### config.mk
export PLATFORM = sky130hd
export DESIGN_NAME = prio_irq_ctrl
export DESIGN_NICKNAME = d
export VERILOG_FILES = /design/src/rtl/irqc_pkg.sv /design/src/rtl/irqc_source.sv /design/src/rtl/irqc_select.sv /design/src/rtl/irqc_prio_stack.sv /design/src/rtl/prio_irq_ctrl.sv
export SDC_FILE = /design/constraint.sdc
export NUM_CORES = 1
export LEC_CHECK = 0
export BUFFER_PORTS_ARGS = -buffer_cell sky130_fd_sc_hd__buf_2
export CAP_MARGIN = 20
export CORE_AREA = 4 4 109 111
export DETAILED_ROUTE_END_ITERATION = 16
export DIE_AREA = 0 0 113 115
export PLACE_DENSITY = 0.87
export SYNTH_ARGS = -nofsm -noshare
export SYNTH_HDL_FRONTEND = slang
export SYNTH_SLANG_ARGS = --single-unit
### constraint.sdc
create_clock -name clk -period 16.2 [get_ports clk]
set_input_delay 3.24 -clock clk [delete_from_list [all_inputs] [get_ports clk]]
set_output_delay 3.24 -clock clk [all_outputs]
set_load 0.01 [all_outputs]
### src/rtl/irqc_pkg.sv
package irqc_pkg;
  localparam int ID_W = 10;
  localparam logic [ID_W-1:0] SPURIOUS_ID = 10'd1023;

  localparam logic [3:0] A_ACK   = 4'd0;
  localparam logic [3:0] A_EOI   = 4'd1;
  localparam logic [3:0] A_DEACT = 4'd2;
  localparam logic [3:0] A_PMR   = 4'd3;
  localparam logic [3:0] A_CTRL  = 4'd4;
  localparam logic [3:0] A_SGI   = 4'd5;
  localparam logic [3:0] A_RPR   = 4'd6;
  localparam logic [3:0] A_CFG   = 4'd7;

  localparam int CFG_PRIO_LSB = 16;
  localparam int CFG_EN_BIT   = 24;
  localparam int CFG_EDGE_BIT = 25;

  // Source index to interrupt ID: software block, private block at 16, shared at 32
  function automatic logic [ID_W-1:0] id_of(input int idx, input int nsgi, input int nppi);
    if (idx < nsgi)             return ID_W'(idx);
    else if (idx < nsgi + nppi) return ID_W'(16 + idx - nsgi);
    else                        return ID_W'(32 + idx - nsgi - nppi);
  endfunction
endpackage

### src/rtl/irqc_source.sv
module irqc_source
  import irqc_pkg::*;
#(
  parameter int              PRIO_W = 4,
  parameter logic [ID_W-1:0] SRC_ID = '0,
  parameter bit              IS_SGI = 1'b0
) (
  input  logic              clk,
  input  logic              rst,
  input  logic              line,
  input  logic [ID_W-1:0]   op_id,
  input  logic              cfg_we,
  input  logic              cfg_en,
  input  logic              cfg_edge,
  input  logic [PRIO_W-1:0] cfg_prio,
  input  logic              sgi_we,
  input  logic              deact_we,
  input  logic              ack_me,
  output logic              ready,
  output logic [PRIO_W-1:0] prio
);
  logic en_q, edge_q, line_q, pend_q, act_q;
  logic hit, rise, is_edge;

  assign hit     = (op_id == SRC_ID);
  assign is_edge = IS_SGI | edge_q;
  assign rise    = IS_SGI ? (sgi_we & hit) : (line & ~line_q);
  assign ready   = en_q & pend_q & ~act_q;

  always_ff @(posedge clk) begin
    if (rst) begin
      en_q   <= 1'b0;
      edge_q <= 1'b0;
      prio   <= '0;
      line_q <= 1'b0;
      pend_q <= 1'b0;
      act_q  <= 1'b0;
    end else begin
      line_q <= line;
      if (cfg_we && hit) begin
        en_q   <= cfg_en;
        edge_q <= cfg_edge;
        prio   <= cfg_prio;
      end
      // pending half of the lifecycle
      if (!is_edge)    pend_q <= line;
      else if (rise)   pend_q <= 1'b1;
      else if (ack_me) pend_q <= 1'b0;
      // active half of the lifecycle
      if (ack_me)                act_q <= 1'b1;
      else if (deact_we && hit)  act_q <= 1'b0;
    end
  end
endmodule

### src/rtl/irqc_select.sv
module irqc_select #(
  parameter int NSRC   = 8,
  parameter int PRIO_W = 4,
  parameter int IDX_W  = 3
) (
  input  logic [NSRC-1:0]             ready,
  input  logic [NSRC-1:0][PRIO_W-1:0] prio,
  output logic                        found,
  output logic [IDX_W-1:0]            idx,
  output logic [PRIO_W-1:0]           best
);
  // Scan in ID order; strict compare keeps the lower ID on ties
  always_comb begin
    found = 1'b0;
    idx   = '0;
    best  = '1;
    for (int i = 0; i < NSRC; i++) begin
      if (ready[i] && (!found || prio[i] < best)) begin
        found = 1'b1;
        idx   = IDX_W'(i);
        best  = prio[i];
      end
    end
  end
endmodule

### src/rtl/irqc_prio_stack.sv
module irqc_prio_stack #(
  parameter int PRIO_W = 4,
  parameter int STK_D  = 4,
  localparam int DW    = $clog2(STK_D + 1),
  localparam int IW    = (STK_D > 1) ? $clog2(STK_D) : 1
) (
  input  logic              clk,
  input  logic              rst,
  input  logic              push,
  input  logic [PRIO_W-1:0] push_val,
  input  logic              pop,
  output logic [PRIO_W:0]   running,
  output logic [DW-1:0]     depth,
  output logic              full
);
  localparam logic [PRIO_W:0] IDLE = {1'b1, {PRIO_W{1'b0}}};

  logic [PRIO_W-1:0] mem [STK_D];
  logic [IW-1:0]     top_idx;

  assign full    = (depth == DW'(STK_D));
  assign top_idx = IW'(depth - 1'b1);
  assign running = (depth == '0) ? IDLE : {1'b0, mem[top_idx]};

  always_ff @(posedge clk) begin
    if (push && !full) mem[IW'(depth)] <= push_val;
  end

  always_ff @(posedge clk) begin
    if (rst)                          depth <= '0;
    else if (push && !full)           depth <= depth + 1'b1;
    else if (pop && depth != '0)      depth <= depth - 1'b1;
  end
endmodule

### src/rtl/prio_irq_ctrl.sv
module prio_irq_ctrl
  import irqc_pkg::*;
#(
  parameter int NUM_SGI = 2,
  parameter int NUM_PPI = 2,
  parameter int NUM_SPI = 4,
  parameter int PRIO_W  = 4,
  parameter int STK_D   = 4
) (
  input  logic                       clk,
  input  logic                       rst,
  input  logic [NUM_PPI+NUM_SPI-1:0] src_line,
  input  logic                       reg_en,
  input  logic                       reg_we,
  input  logic [3:0]                 reg_addr,
  input  logic [31:0]                reg_wdata,
  output logic [31:0]                reg_rdata,
  output logic                       irq_out
);
  localparam int NSRC  = NUM_SGI + NUM_PPI + NUM_SPI;
  localparam int IDX_W = (NSRC > 1) ? $clog2(NSRC) : 1;
  localparam int DW    = $clog2(STK_D + 1);
  localparam logic [PRIO_W:0] IDLE = {1'b1, {PRIO_W{1'b0}}};

  logic                        rd, wr, rd_ack, ack_hit, eoi_we, deact_now;
  logic                        cfg_we, sgi_we, split;
  logic [PRIO_W:0]             pmr, running;
  logic [ID_W-1:0]             op_id, win_id;
  logic [NSRC-1:0]             ready;
  logic [NSRC-1:0][PRIO_W-1:0] prio_v;
  logic                        found, elig, stk_full;
  logic [IDX_W-1:0]            win_idx;
  logic [PRIO_W-1:0]           win_prio;
  logic [DW-1:0]               stk_depth;
  logic                        wdata_unused;

  assign rd        = reg_en & ~reg_we;
  assign wr        = reg_en & reg_we;
  assign op_id     = reg_wdata[ID_W-1:0];
  assign rd_ack    = rd && (reg_addr == A_ACK);
  assign eoi_we    = wr && (reg_addr == A_EOI);
  assign cfg_we    = wr && (reg_addr == A_CFG);
  assign sgi_we    = wr && (reg_addr == A_SGI);
  assign deact_now = (eoi_we && !split) || (wr && (reg_addr == A_DEACT) && split);
  assign wdata_unused = ^{reg_wdata[31:26], reg_wdata[23:10]};

  for (genvar s = 0; s < NSRC; s++) begin : g_src
    localparam logic [ID_W-1:0] SID = id_of(s, NUM_SGI, NUM_PPI);
    logic line_s;
    if (s < NUM_SGI) begin : g_sw
      assign line_s = 1'b0;
    end else begin : g_hw
      assign line_s = src_line[s-NUM_SGI];
    end
    irqc_source #(.PRIO_W(PRIO_W), .SRC_ID(SID), .IS_SGI(s < NUM_SGI)) u_src (
      .clk      (clk),
      .rst      (rst),
      .line     (line_s),
      .op_id    (op_id),
      .cfg_we   (cfg_we),
      .cfg_en   (reg_wdata[CFG_EN_BIT]),
      .cfg_edge (reg_wdata[CFG_EDGE_BIT]),
      .cfg_prio (reg_wdata[CFG_PRIO_LSB +: PRIO_W]),
      .sgi_we   (sgi_we),
      .deact_we (deact_now),
      .ack_me   (ack_hit && (win_idx == IDX_W'(s))),
      .ready    (ready[s]),
      .prio     (prio_v[s])
    );
  end

  irqc_select #(.NSRC(NSRC), .PRIO_W(PRIO_W), .IDX_W(IDX_W)) u_sel (
    .ready (ready),
    .prio  (prio_v),
    .found (found),
    .idx   (win_idx),
    .best  (win_prio)
  );

  irqc_prio_stack #(.PRIO_W(PRIO_W), .STK_D(STK_D)) u_stk (
    .clk      (clk),
    .rst      (rst),
    .push     (ack_hit),
    .push_val (win_prio),
    .pop      (eoi_we),
    .running  (running),
    .depth    (stk_depth),
    .full     (stk_full)
  );

  assign win_id  = id_of(int'(win_idx), NUM_SGI, NUM_PPI);
  assign elig    = found && ({1'b0, win_prio} < running) && ({1'b0, win_prio} < pmr) && !stk_full;
  assign ack_hit = rd_ack && elig;

  always_ff @(posedge clk) begin
    if (rst) begin
      pmr     <= IDLE;
      split   <= 1'b0;
      irq_out <= 1'b0;
    end else begin
      irq_out <= elig;
      if (wr && reg_addr == A_PMR)  pmr   <= reg_wdata[PRIO_W:0];
      if (wr && reg_addr == A_CTRL) split <= reg_wdata[0];
    end
  end

  always_ff @(posedge clk) begin
    if (rst) reg_rdata <= '0;
    else if (rd) begin
      case (reg_addr)
        A_ACK:   reg_rdata <= elig ? 32'(win_id) : 32'(SPURIOUS_ID);
        A_PMR:   reg_rdata <= 32'(pmr);
        A_CTRL:  reg_rdata <= {31'b0, split};
        A_RPR:   reg_rdata <= 32'(running);
        default: reg_rdata <= '0;
      endcase
    end
  end
endmodule

# [Word-level counts from Yosys, hierarchy flattened]
# Memories as Yosys holds them, arrays and structs flattened.
# Index checks and enable logic that the tools add are counted.
[classes] n_addsub=7 magnitude_cmp=11 eq_ne=28 muxes=70 bitwise=41 reduce_logical=79
[ops] cell="$mux 1" n=49
[ops] cell="$logic_and 1x1->1" n=46
[ops] cell="$eq 10x6->1 const B" n=4
[ops] cell="$pmux 10 s4" n=1
[ops] cell="$mux 4" n=8
[ops] cell="$mux 10" n=3
[ops] cell="$lt 4x4->1" n=7
[ops] cell="$and 1x1->1" n=26
[ops] cell="$reduce_bool 2->1" n=11
[ops] cell="$eq 10x5->1 const B" n=2
[ops] cell="$mux 3" n=6
[ops] cell="$ne 3x2->1 const B" n=6
[ops] cell="$eq 4x3->1 const B" n=4
[ops] cell="$eq 3x3->1 const B" n=5
[ops] cell="$not 1->1" n=15
[ops] cell="$eq 10x1->1 const B" n=1
[ops] cell="$logic_not 10->1" n=1
[ops] cell="$lt 4x5->1" n=2
[ops] cell="$logic_not 1->1" n=9
[ops] cell="$sub 8x3->9 const B" n=1
[ops] cell="$eq 4x2->1 const B" n=2
[ops] cell="$logic_or 1x1->1" n=8
[ops] cell="$sub 7x2->8 const B" n=1
[ops] cell="$add 6x3->7 const A" n=1
[ops] cell="other kinds (14)" n=17
[word_totals] regBits=110 ram_bits=16 inputBits=46 out_inout_bits=33 elab_cells=286 memories=1
[memory_table] memory="u_stk.mem" depth=4 width=4 rd=1 rd_ports_with_merged_regs=0 wr=1 line="irqc_prio_stack.sv:18" rtl="logic [PRIO_W-1:0] mem [STK_D];"

# [Longest topological paths before layout]
# Gate-level depths: netlist (run 1).
[logic_depth] depth_word=40 mapped_depth=68 depth_no_buf=67

# [Modules after synthesis]
# From an unflattened synthesis (run 1), not the netlist that was laid out.
[hier_totals] hier_cells=760 area_unflattened_um2=7114.3
[modules_own_cells] mod="irqc_select" instances=1 cells_per_inst=233 area_each_um2=1604.0 seq_area_each_um2=0.0
[modules_own_cells] mod="irqc_source (g_src[3].u_src ...)" instances=3 cells_per_inst=42 area_each_um2=437.9 seq_area_each_um2=180.2
[modules_own_cells] mod="prio_irq_ctrl" instances=1 cells_per_inst=147 area_each_um2=1267.5 seq_area_each_um2=280.3
[modules_own_cells] mod="irqc_prio_stack" instances=1 cells_per_inst=58 area_each_um2=895.9 seq_area_each_um2=540.5
[modules_own_cells] mod="irqc_source (g_src[2].u_src ...)" instances=2 cells_per_inst=42 area_each_um2=435.4 seq_area_each_um2=180.2
[modules_own_cells] mod="irqc_source (g_src[7].u_src)" instances=1 cells_per_inst=42 area_each_um2=439.2 seq_area_each_um2=180.2
[modules_own_cells] mod="irqc_source (g_src[1].u_src)" instances=1 cells_per_inst=35 area_each_um2=371.6 seq_area_each_um2=140.1
[modules_own_cells] mod="irqc_source (g_src[0].u_src)" instances=1 cells_per_inst=35 area_each_um2=351.6 seq_area_each_um2=140.1

# [Worst setup path before layout (run 1)]
# No wires, ideal clock.
[synth_timing] path_type="reg-to-reg" from="reg g_src[0].u_src.act_q" to="mem u_stk.mem[0][0], enable pin" setup_ps=309 arrival_ps=11469 required_time_ps=15891 setup_slack_ps=4422 path_stages_with_launch=62 n_path_buf=1 period_less_slack_ps=11778 cell_sequence="dfxtp_1 > nand3b_1 > nor2_1 > ha_1 > o21ai_0 > o31a_1 > o21ai_0 > nor2_1 > a21oi_1 > inv_1 > ha_1 > or2_2 > nand3_1 > o21ai_0 > a21oi_1 > mux2i_1 > ha_1 > or2_2 > [... 26 more ...] > a31o_4 > nand2_1 > mux2i_1 > ha_1 > a21oi_1 > o21bai_1 > nand2b_1 > clkdlybuf4s25_2 > nand2_1 > o21ai_0 > ha_1 > a21o_1 > a2111oi_0 > o22ai_1 > a21oi_1 > o21ai_0 > o21ai_2 > and3_1"
[synth_via] elab_chain_cells=39 elab_cells_between_ends=55 cone_classes="order compare: 9; mux: 18; bitwise: 2; reduce/logical: 26"
[synth_lines] item="start: declaration" line="irqc_source.sv:22" rtl="logic en_q, edge_q, line_q, pend_q, act_q;"
[synth_lines] item="start signal: assignment" line="irqc_source.sv:37" rtl="act_q <= 1'b0;"
[synth_lines] item="start signal: assignment" line="irqc_source.sv:50" rtl="if (ack_me) act_q <= 1'b1;"
[synth_lines] item="start signal: assignment" line="irqc_source.sv:51" rtl="else if (deact_we && hit) act_q <= 1'b0;"
[synth_lines] item="$not 1->1 *" line="irqc_source.sv:28" rtl="assign ready = en_q & pend_q & ~act_q;"
[synth_lines] item="$and 1x1->1 *" line="irqc_source.sv:28"
[synth_lines] item="$mux 4 or $mux 1 (tied branches)" line="irqc_select.sv:18" rtl="if (ready[i] && (!found || prio[i] < best)) begin"
[synth_lines] item="$lt 4x4->1 or $logic_not 1->1 (tied branches)" line="irqc_select.sv:18"
[synth_lines] item="$logic_or 1x1->1" line="irqc_select.sv:18"
[synth_lines] item="$logic_and 1x1->1" line="irqc_select.sv:18"
[synth_lines] item="$mux 4 or $mux 1 (tied branches)" line="irqc_select.sv:18"
[synth_lines] item="$lt 4x4->1 or $logic_not 1->1 (tied branches)" line="irqc_select.sv:18"
[synth_lines] item="[... 23 more ...]"
[synth_lines] item="net u_sel.best[2]" line="irqc_select.sv:10" rtl="output logic [PRIO_W-1:0] best"
[synth_lines] item="$lt 4x5->1" line="prio_irq_ctrl.sv:92" rtl="assign elig = found && ({1'b0, win_prio} < running) && ({1'b0, win_prio} < pmr) && !stk_full;"
[synth_lines] item="$logic_and 1x1->1" line="prio_irq_ctrl.sv:92"
[synth_lines] item="$logic_and 1x1->1 * (2 in series)" line="prio_irq_ctrl.sv:92"
[synth_lines] item="$logic_and 1x1->1 *" line="prio_irq_ctrl.sv:93" rtl="assign ack_hit = rd_ack && elig;"
[synth_lines] item="$logic_and 1x1->1 *" line="irqc_prio_stack.sv:26" rtl="if (push && !full) mem[IW'(depth)] <= push_val;"
[synth_lines] item="$mux 1 *" line="irqc_prio_stack.sv:26"
[synth_lines] item="$mux 1 (implied by the code) *" line="irqc_prio_stack.sv:26"
[synth_lines] item="end: declaration" line="irqc_prio_stack.sv:18"
# Mark *: on every way through the listed nets, which the timed path passes. The rest lies on a longest branch.

# [Worst setup path in the final report (run 1)]
[layout_timing] from="reg g_src[0].u_src.act_q" to="reg g_src[5].u_src.pend_q"
[layout_via] elab_chain_cells=38 elab_cells_between_ends=62 cone_classes="order compare: 9; eq/ne: 2; mux: 23; bitwise: 2; reduce/logical: 26"
[layout_lines] item="$not 1->1 *" line="irqc_source.sv:28"
[layout_lines] item="$and 1x1->1 *" line="irqc_source.sv:28"
[layout_lines] item="$mux 4 or $mux 1 (tied branches)" line="irqc_select.sv:18"
[layout_lines] item="$lt 4x4->1 or $logic_not 1->1 (tied branches)" line="irqc_select.sv:18"
[layout_lines] item="$logic_or 1x1->1" line="irqc_select.sv:18"
[layout_lines] item="$logic_and 1x1->1" line="irqc_select.sv:18"
[layout_lines] item="$mux 4 or $mux 1 (tied branches)" line="irqc_select.sv:18"
[layout_lines] item="$lt 4x4->1 or $logic_not 1->1 (tied branches)" line="irqc_select.sv:18"
[layout_lines] item="[... 22 more ...]"
[layout_lines] item="$mux 4 *" line="irqc_select.sv:18"
[layout_lines] item="net u_sel.best[2]" line="irqc_select.sv:10"
[layout_lines] item="$lt 4x5->1" line="prio_irq_ctrl.sv:92"
[layout_lines] item="$logic_and 1x1->1" line="prio_irq_ctrl.sv:92"
[layout_lines] item="$logic_and 1x1->1 * (2 in series)" line="prio_irq_ctrl.sv:92"
[layout_lines] item="$logic_and 1x1->1 *" line="prio_irq_ctrl.sv:93"
[layout_lines] item="$logic_and 1x1->1 *" line="prio_irq_ctrl.sv:66" rtl=".ack_me (ack_hit && (win_idx == IDX_W'(s))),"
[layout_lines] item="$ne 3x2->1 (no source line) *"
[layout_lines] item="end signal: assignment" line="irqc_source.sv:46" rtl="if (!is_edge) pend_q <= line;"
[layout_lines] item="end: declaration" line="irqc_source.sv:22"
# Marked as above.
# A chain may end at the register's enable or synchronous reset.

==> results of run 1 <==
worst max path at each step:
stage                         start               endpoint  slack [ns]
6_report       g_src[0].u_src.act_q  g_src[5].u_src.pend_q        1.33
5_1_grt        g_src[0].u_src.act_q  g_src[5].u_src.pend_q        0.25
4_1_cts        g_src[0].u_src.act_q  g_src[5].u_src.pend_q        1.69
3_5_place_dp   g_src[0].u_src.act_q  g_src[5].u_src.pend_q        1.88
3_3_place_gp   g_src[0].u_src.act_q  g_src[5].u_src.pend_q        2.25
2_1_floorplan  g_src[0].u_src.act_q        u_stk.mem[0][0]        4.42
synthesized netlist by cell type, drive strengths merged (4+ instances only):
cell / n
o21ai: 41
nand3: 20
mux2i: 56
o31ai: 4
ha: 20
nor3: 19
inv: 26
mux2: 4
a31oi: 10
a211oi: 7
a31o: 6
o311ai: 7
nor2b: 13
a21o: 8
dfxtp: 85
clkbuf: 23
o21a: 11
or3: 5
nor2: 86
and3: 14
edfxtp: 16
a21oi: 37
or2: 9
nor4: 7
nand2b: 13
buf: 31
nand3b: 9
a211o: 4
nand2: 49
o211ai: 10
and2: 4
maj3: 4
per-layer routing:
layer / GRT usage / up-vias
met4: 0.0817 / 0
li1: - / 2633
met2: 0.389 / 251
met3: 0.0516 / 32
met1: 0.317 / 2639
met5: 0 / -
sequential cells by signal, indices dropped and copies added, names as in the netlist:
signal and cells:
g_src.u_src.act_q 8, g_src.u_src.edge_q 6, g_src.u_src.en_q 8, g_src.u_src.line_q 6, g_src.u_src.pend_q 8, g_src.u_src.prio 32
irq_out 1, pmr 5, reg_rdata 7, split 1, u_stk.depth 3, u_stk.mem 16
stage by stage:
step / std cells / cell area [µm²] / hold WS, ns / utilization / worst slack (ns)
detailed placement: 869 / 6410 / 0.464 / 0.594 / 1.88
global route: 885 / 6610 / 0.501 / 0.613 / 0.247
CTS: 885 / 6610 / 0.479 / 0.613 / 1.69
finish: 885 / 6610 / 0.473 / 0.613 / 1.33
global placement: 868 / 6400 / 0.450 / 0.593 / 2.25
floorplan: 742 / 6370 / 0.441 / - / 4.42
worst max-delay path: cells and delay by family (launching register included):
kind / cells / cell delay (ns)
AOI/OAI and AO/OA: 30 / 7.26
adders and majority gates: 8 / 2.40
buffers and inverters: 3 / 0.23
DFF: 1 / 0.36
muxes: 3 / 0.85
and+or+nand+nor: 17 / 3.65
report_power, final:
group	leakage, µW	internal, µW	total (µW)	switching [µW]
registers	0.000777	255	256	0.962
clock network	0.0000933	70.1	160	89.6
logic	0.00173	6.88	23.8	17.0
cell families after synthesis:
kind of cell / after synthesis / synth area share
AOI/OAI and AO/OA: 186 / 0.213
xor gates and xnor gates: 1 / 0.00139
adders and majority gates: 24 / 0.0461
buffers and inverters: 81 / 0.0710
DFF: 101 / 0.347
muxes: 61 / 0.0998
other: 1 / 0.000596
and+or+nand+nor: 266 / 0.222
layout make-up:
type / instances / area [µm²]
timing repair buffer: 42 / 213
fill: 911 / 4180
clock inverter: 5 / 40.0
multi-input combinational: 560 / 3740
clock buffer: 11 / 163
sequential: 101 / 2180
tap: 140 / 175
inverter: 26 / 97.6
==> run summary, run 1 <==
Number of global-route vias before repair: 5213
Number of setup buffers added after CTS: 0
Fin nets: 806
EDFF count, synth: 16
Unrepaired setup endpoints after global routing: false
Worst Hold Depth: 2
Most frequent cells in the layout: nor2_1 (86), dfxtp_1 (85), mux2i_1 (56)
R2r worst-path depth: 61
Die X: 113 µm
ANT cells: 0
Number of synthesized register bits: 101
Hold Crit Start: reg_rdata[5]
RD Place Congestion: 0.922
Core footprint: 10800 µm²
Fraction of registers with async set/reset: 0
CTS resizes: 0
H-tree depth: 3
Yosys warnings: 0
Setup TNS Final: 0 ns
Met1 wire length: 6640 µm
Antenna-violating nets left: 0
Longest Clk Path Bufs: 2
Endpoints failing setup: 0
Final hold vios: 0
Total Power: 440 µW
Syn Std Cell Area: 6290 µm²
Status: complete, no violations
Syn_area_per_cell: 8.73 µm²
Residual DRC: 0
Grt total ovfl: 0
Type of the worst setup path: flop to flop
Die area: 13000 µm²
Met2 WL: 7030 µm
Vias/cell: 6.28
Unique cell type count in the Yosys netlist: 93
Min-delay worst type: flop to flop
Area Growth Syn to Fin: 5.09%
Leak pwr: 0.00260 µW
Hpwl dp: 11600 µm
Cts hold-fix bufs: 0
Critical path capture point type: flop
Worst Max-Slew Pin Slew: 1.03 ns
Commonest non-fill, non-tap cell in the layout: nor2_1
End of the worst register-to-register path: g_src[5].u_src.pend_q
Seq/Total Area, Yosys: 0.347
Initial antenna violation count: 0
Highest Signal Layer: met4
CTS sink count: 101
Rows: 38
Hold endpoint: reg_rdata[5]
Num CTS Buffers: 9
Gr usage total: 0.239
PD cells: 66.5 nW/µm²
Boundary pin count: 79
Crit path arrival time: 15.14 ns
Routed wire length: 15400 µm
Gate Count Post-Synth: 721
CP Launch Type: flop
Port bufs: 40
Die Y: 115 µm
Starting Density: 0.583
Max_cap viols: 0
Ranking of synthesized cells by area: dfxtp_1 (27%), mux2i_1 (8.9%), edfxtp_1 (7.6%)
Layout cells sized above 1: 0.136
Critical path's slowest cell: o21ai_0
Max IR drop VDD: 0.0449 mV
Root Buffer: clkbuf_8
CTS tree: done
Avg WL per Cell: 17.4 µm
Final Cycle Share: 0.918
Top cell type's share of synthesized area: 0.270
Final count of pins violating max slew: 0
Post-synth top flop: dfxtp_1
WP data required: 16.47 ns
Clock latency on the worst-skew pair: 0.38 ns
WL met3: 1430 µm
Largest net degree at the start of global routing: 82
Max incr delay on CP: 0.84 ns
Synth area leader: dfxtp_1
First-pass detailed-route iteration total: 5
FMAX: 67.2 MHz
Clock slew at reported path FFs: 0.10 ns
Vias after detailed routing: 5555
Flop-to-flop setup slack: 1.33 ns
Max FO, Critical Path: 8
Final min period: 14.87 ns
Initial drt markers: 538
Global-route wire length before repair: 25100 µm
Slew headroom: 0.306
Crit Reg-Reg Startpoint: g_src[0].u_src.act_q
Clock skew: 0.0111 ns
No activity file was read; power rests on OpenSTA's default activity.
==> run 2, diff against run 1 <==
--- a/config.mk
+++ b/config.mk
@@ -7,10 +7,10 @@
 export LEC_CHECK = 0
 export BUFFER_PORTS_ARGS = -buffer_cell sky130_fd_sc_hd__buf_2
 export CAP_MARGIN = 20
-export CORE_AREA = 4 4 109 111
+export CORE_AREA = 4 4 108 110
 export DETAILED_ROUTE_END_ITERATION = 16
-export DIE_AREA = 0 0 113 115
-export PLACE_DENSITY = 0.87
+export DIE_AREA = 0 0 112 114
+export PLACE_DENSITY = 0.89
 export SYNTH_ARGS = -nofsm -noshare
 export SYNTH_HDL_FRONTEND = slang
 export SYNTH_SLANG_ARGS = --single-unit
==> constraint.sdc (replaced) <==
create_clock -name clk -period 19.14 [get_ports clk]
set_input_delay 3.828 -clock clk [delete_from_list [all_inputs] [get_ports clk]]
set_output_delay 3.828 -clock clk [all_outputs]
set_load 0.01 [all_outputs]
==> run 2 against run 1 <==
Combinational power is 15% lower. Register-to-register slack better by 3.1 ns. Non-clock buffer count stayed put. Sequential power is 15% lower.
==> run summary, run 2 (same netlist as run 1, synthesis figures left out) <==
Post-route setup slack: 4.39 ns (+3.06 ns)
Final Cycle Share: 0.771 (-0.147)
Met1 Use GR: 0.327 (+0.00968)
Endpoints failing setup: 0 (unchanged)
Flop-to-flop setup slack: 4.39 ns (+3.06 ns)
Routed wire length: 15700 µm (+2.0%)
Gr busiest metal: met2
Global-route wire length before repair: 26000 µm (+3.5%)
Sw Share: 0.249 (+0.00507)
Gr usage total: 0.248 (+0.00871)
Largest net degree at the start of global routing: 82 (unchanged)
Unrepaired setup endpoints after global routing: false
Starting Density: 0.588 (+0.00518)
Leak pwr: 0.00260 µW (-0.12%)
P_int: 273 µW (-18%)
Max FO, Critical Path: 8 (unchanged)
Status: complete, no violations
Hold endpoint: reg_rdata[3]
CTS sink count: 101 (unchanged)
Port bufs: 40 (unchanged)
FMAX: 67.8 MHz (+0.83%)
Residual DRC: 0 (unchanged)
Initial drt markers: 507 (-5.8%)
Net Sw Power: 90.7 µW (-16%)
Die area: 12800 µm² (-1.7%)
Type of the worst setup path: flop to flop
DP Worst Slack: 4.85 ns (+2.96 ns)
Boundary pin count: 79 (unchanged)
Min-delay worst type: flop to flop
Rows: 38 (unchanged)
Seq pwr share: 0.597 (+0.014)
Biggest regs: g_src.u_src.prio (32), u_stk.mem (16)
Clock latency on the worst-skew pair: 0.38 ns (about the same)
PD cells: 55.3 nW/µm² (-17%)
Grt total ovfl: 0 (unchanged)
First-pass detailed-route iteration total: 7 (+2)
Die X: 112 µm (-0.88%)
Final hold vios: 0 (unchanged)
Logic gate share of total power: 0.056 (+0.002)
Area Growth Syn to Fin: 4.65%
Number of setup buffers added after CTS: 0 (unchanged)
H-tree depth: 3 (unchanged)
Avg WL per Cell: 17.8 µm (+2.0%)
Hold Crit Start: reg_rdata[3]
Hpwl dp: 11900 µm (+2.6%)
Crit Reg-Reg Startpoint: g_src[0].u_src.act_q
Number of global-route vias before repair: 5378 (+3.2%)
Worst Hold Depth: 2 (unchanged)
Hold slack: 0.470 ns (-0.00376 ns)
Critical path's top delay family: compound AO/OA/AOI/OAI gates
Max reg flops: 32 (unchanged)
Core footprint: 10700 µm² (-0.88%)
Setup crit start: g_src[0].u_src.act_q
Critical path's slowest cell: o21ai_0
Met2 usage: 0.406 (+0.0174)
Vias after detailed routing: 5611 (+1.0%)
Met3 Use GR: 0.0477 (-0.00383)
Critical path capture point type: flop
Worst Max-Slew Pin Slew: 1.04 ns (+0.0122 ns)
Antenna-violating nets left: 0 (unchanged)
R2r worst-path depth: 60 (-1.6%)
Final min period: 14.75 ns (-0.123 ns)
Clock skew: 0.0204 ns (+0.00933 ns)
ANT cells: 0 (unchanged)
Vias/cell: 6.34 (+1.0%)
Setup TNS Final: 0 ns (unchanged)
Crit path arrival time: 15.04 ns (-0.10 ns)
Root Buffer: clkbuf_8
Longest Clk Path Bufs: 2 (unchanged)
Num CTS Buffers: 9 (unchanged)
CP Launch Type: flop
CTS tree: done
Slew headroom: 0.298 (-0.00821)
Most flops, register: g_src.u_src.prio
Commonest non-fill, non-tap cell in the layout: nor2_1
Max IR drop VDD: 0.0348 mV (-23%)
Max_cap viols: 0 (unchanged)
Final count of pins violating max slew: 0 (unchanged)
Clock Power Share: 0.348 (-0.015)
Clock slew at reported path FFs: 0.10 ns (about the same)
Cts hold-fix bufs: 0 (unchanged)
WP data required: 19.43 ns (+2.96 ns)
CTS resizes: 0 (unchanged)
CP bufs+invs: 3 (unchanged)
Layout cells sized above 1: 0.134 (-0.00134)
RD Place Congestion: 0.939 (+1.7%)
Initial antenna violation count: 0 (unchanged)
Fill count: 936 (+2.7%)
Die Y: 114 µm (-0.87%)
Fin nets: 806 (unchanged)
Most frequent cells in the layout: nor2_1 (86), dfxtp_1 (85), mux2i_1 (56)
End of the worst register-to-register path: g_src[5].u_src.pend_q
Max incr delay on CP: 0.84 ns (about the same)
## run 2: cell count changes in the layout (fill, tap and decap cells not counted), sizes merged
| cell | change |
|---|---|
| clkinv | +1 |
| clkinvlp | -2 |
| inv | +1 |
## run 2: through the flow
stage,util,cells,power [µW],cell area [µm²]
after floorplan,-,742,238,6370
after global placement,0.599,868,241,6400
after detailed placement,0.599,868,242,6400
after CTS,0.615,884,366,6580
after global routing,0.615,885,376,6580
final,0.615,885,364,6580
## run 2: power groups by stage
stage                     combinational (µW)  sequential, µW  clock, µW
final                                   20.2             217        127
after global routing                    21.8             217        137
after CTS                               19.7             217        129
after detailed placement                19.6             222          0
after global placement                  19.0             222          0
after floorplan                         16.2             222          0
## run 2: how the worst max path moves through the flow
stage | endpoint | slack [ns] | depth (start not counted)
global placement | g_src[5].u_src.pend_q | 5.26 | 61
detailed placement | g_src[5].u_src.pend_q | 4.85 | 61
global route | g_src[5].u_src.pend_q | 3.36 | 60
finish | g_src[5].u_src.pend_q | 4.39 | 60
CTS | g_src[5].u_src.pend_q | 4.79 | 61
floorplan | u_stk.mem[0][0] | 7.36 | 61
## run 2: final cells by class
type                       instances  area, µm²  share of cell area
multi-input combinational        560       3740               0.568
tap                              140        175              0.0266
clock buffer                      11        141              0.0215
timing repair buffer              42        213              0.0323
inverter                          26       97.6              0.0148
sequential                       101       2180               0.331
clock inverter                     5       33.8             0.00513
## run 2: worst reg2reg max path, delay by kind of cell (launching register included)
kind / cells / cell delay, ns
AO/OA/AOI/OAI: 30 / 7.43
adder cells (fa/ha/maj): 8 / 2.28
buffers and inverters: 3 / 0.24
flip-flops: 1 / 0.34
multiplexers: 3 / 0.82
AND/OR/NAND/NOR: 16 / 3.54
## run 2: metal layers
metal / vias up / share of wire
met4: 0 / 0.021
met1: 2641 / 0.43
met2: 303 / 0.45
met3: 33 / 0.093
li1: 2634 / -
met5: - / 0
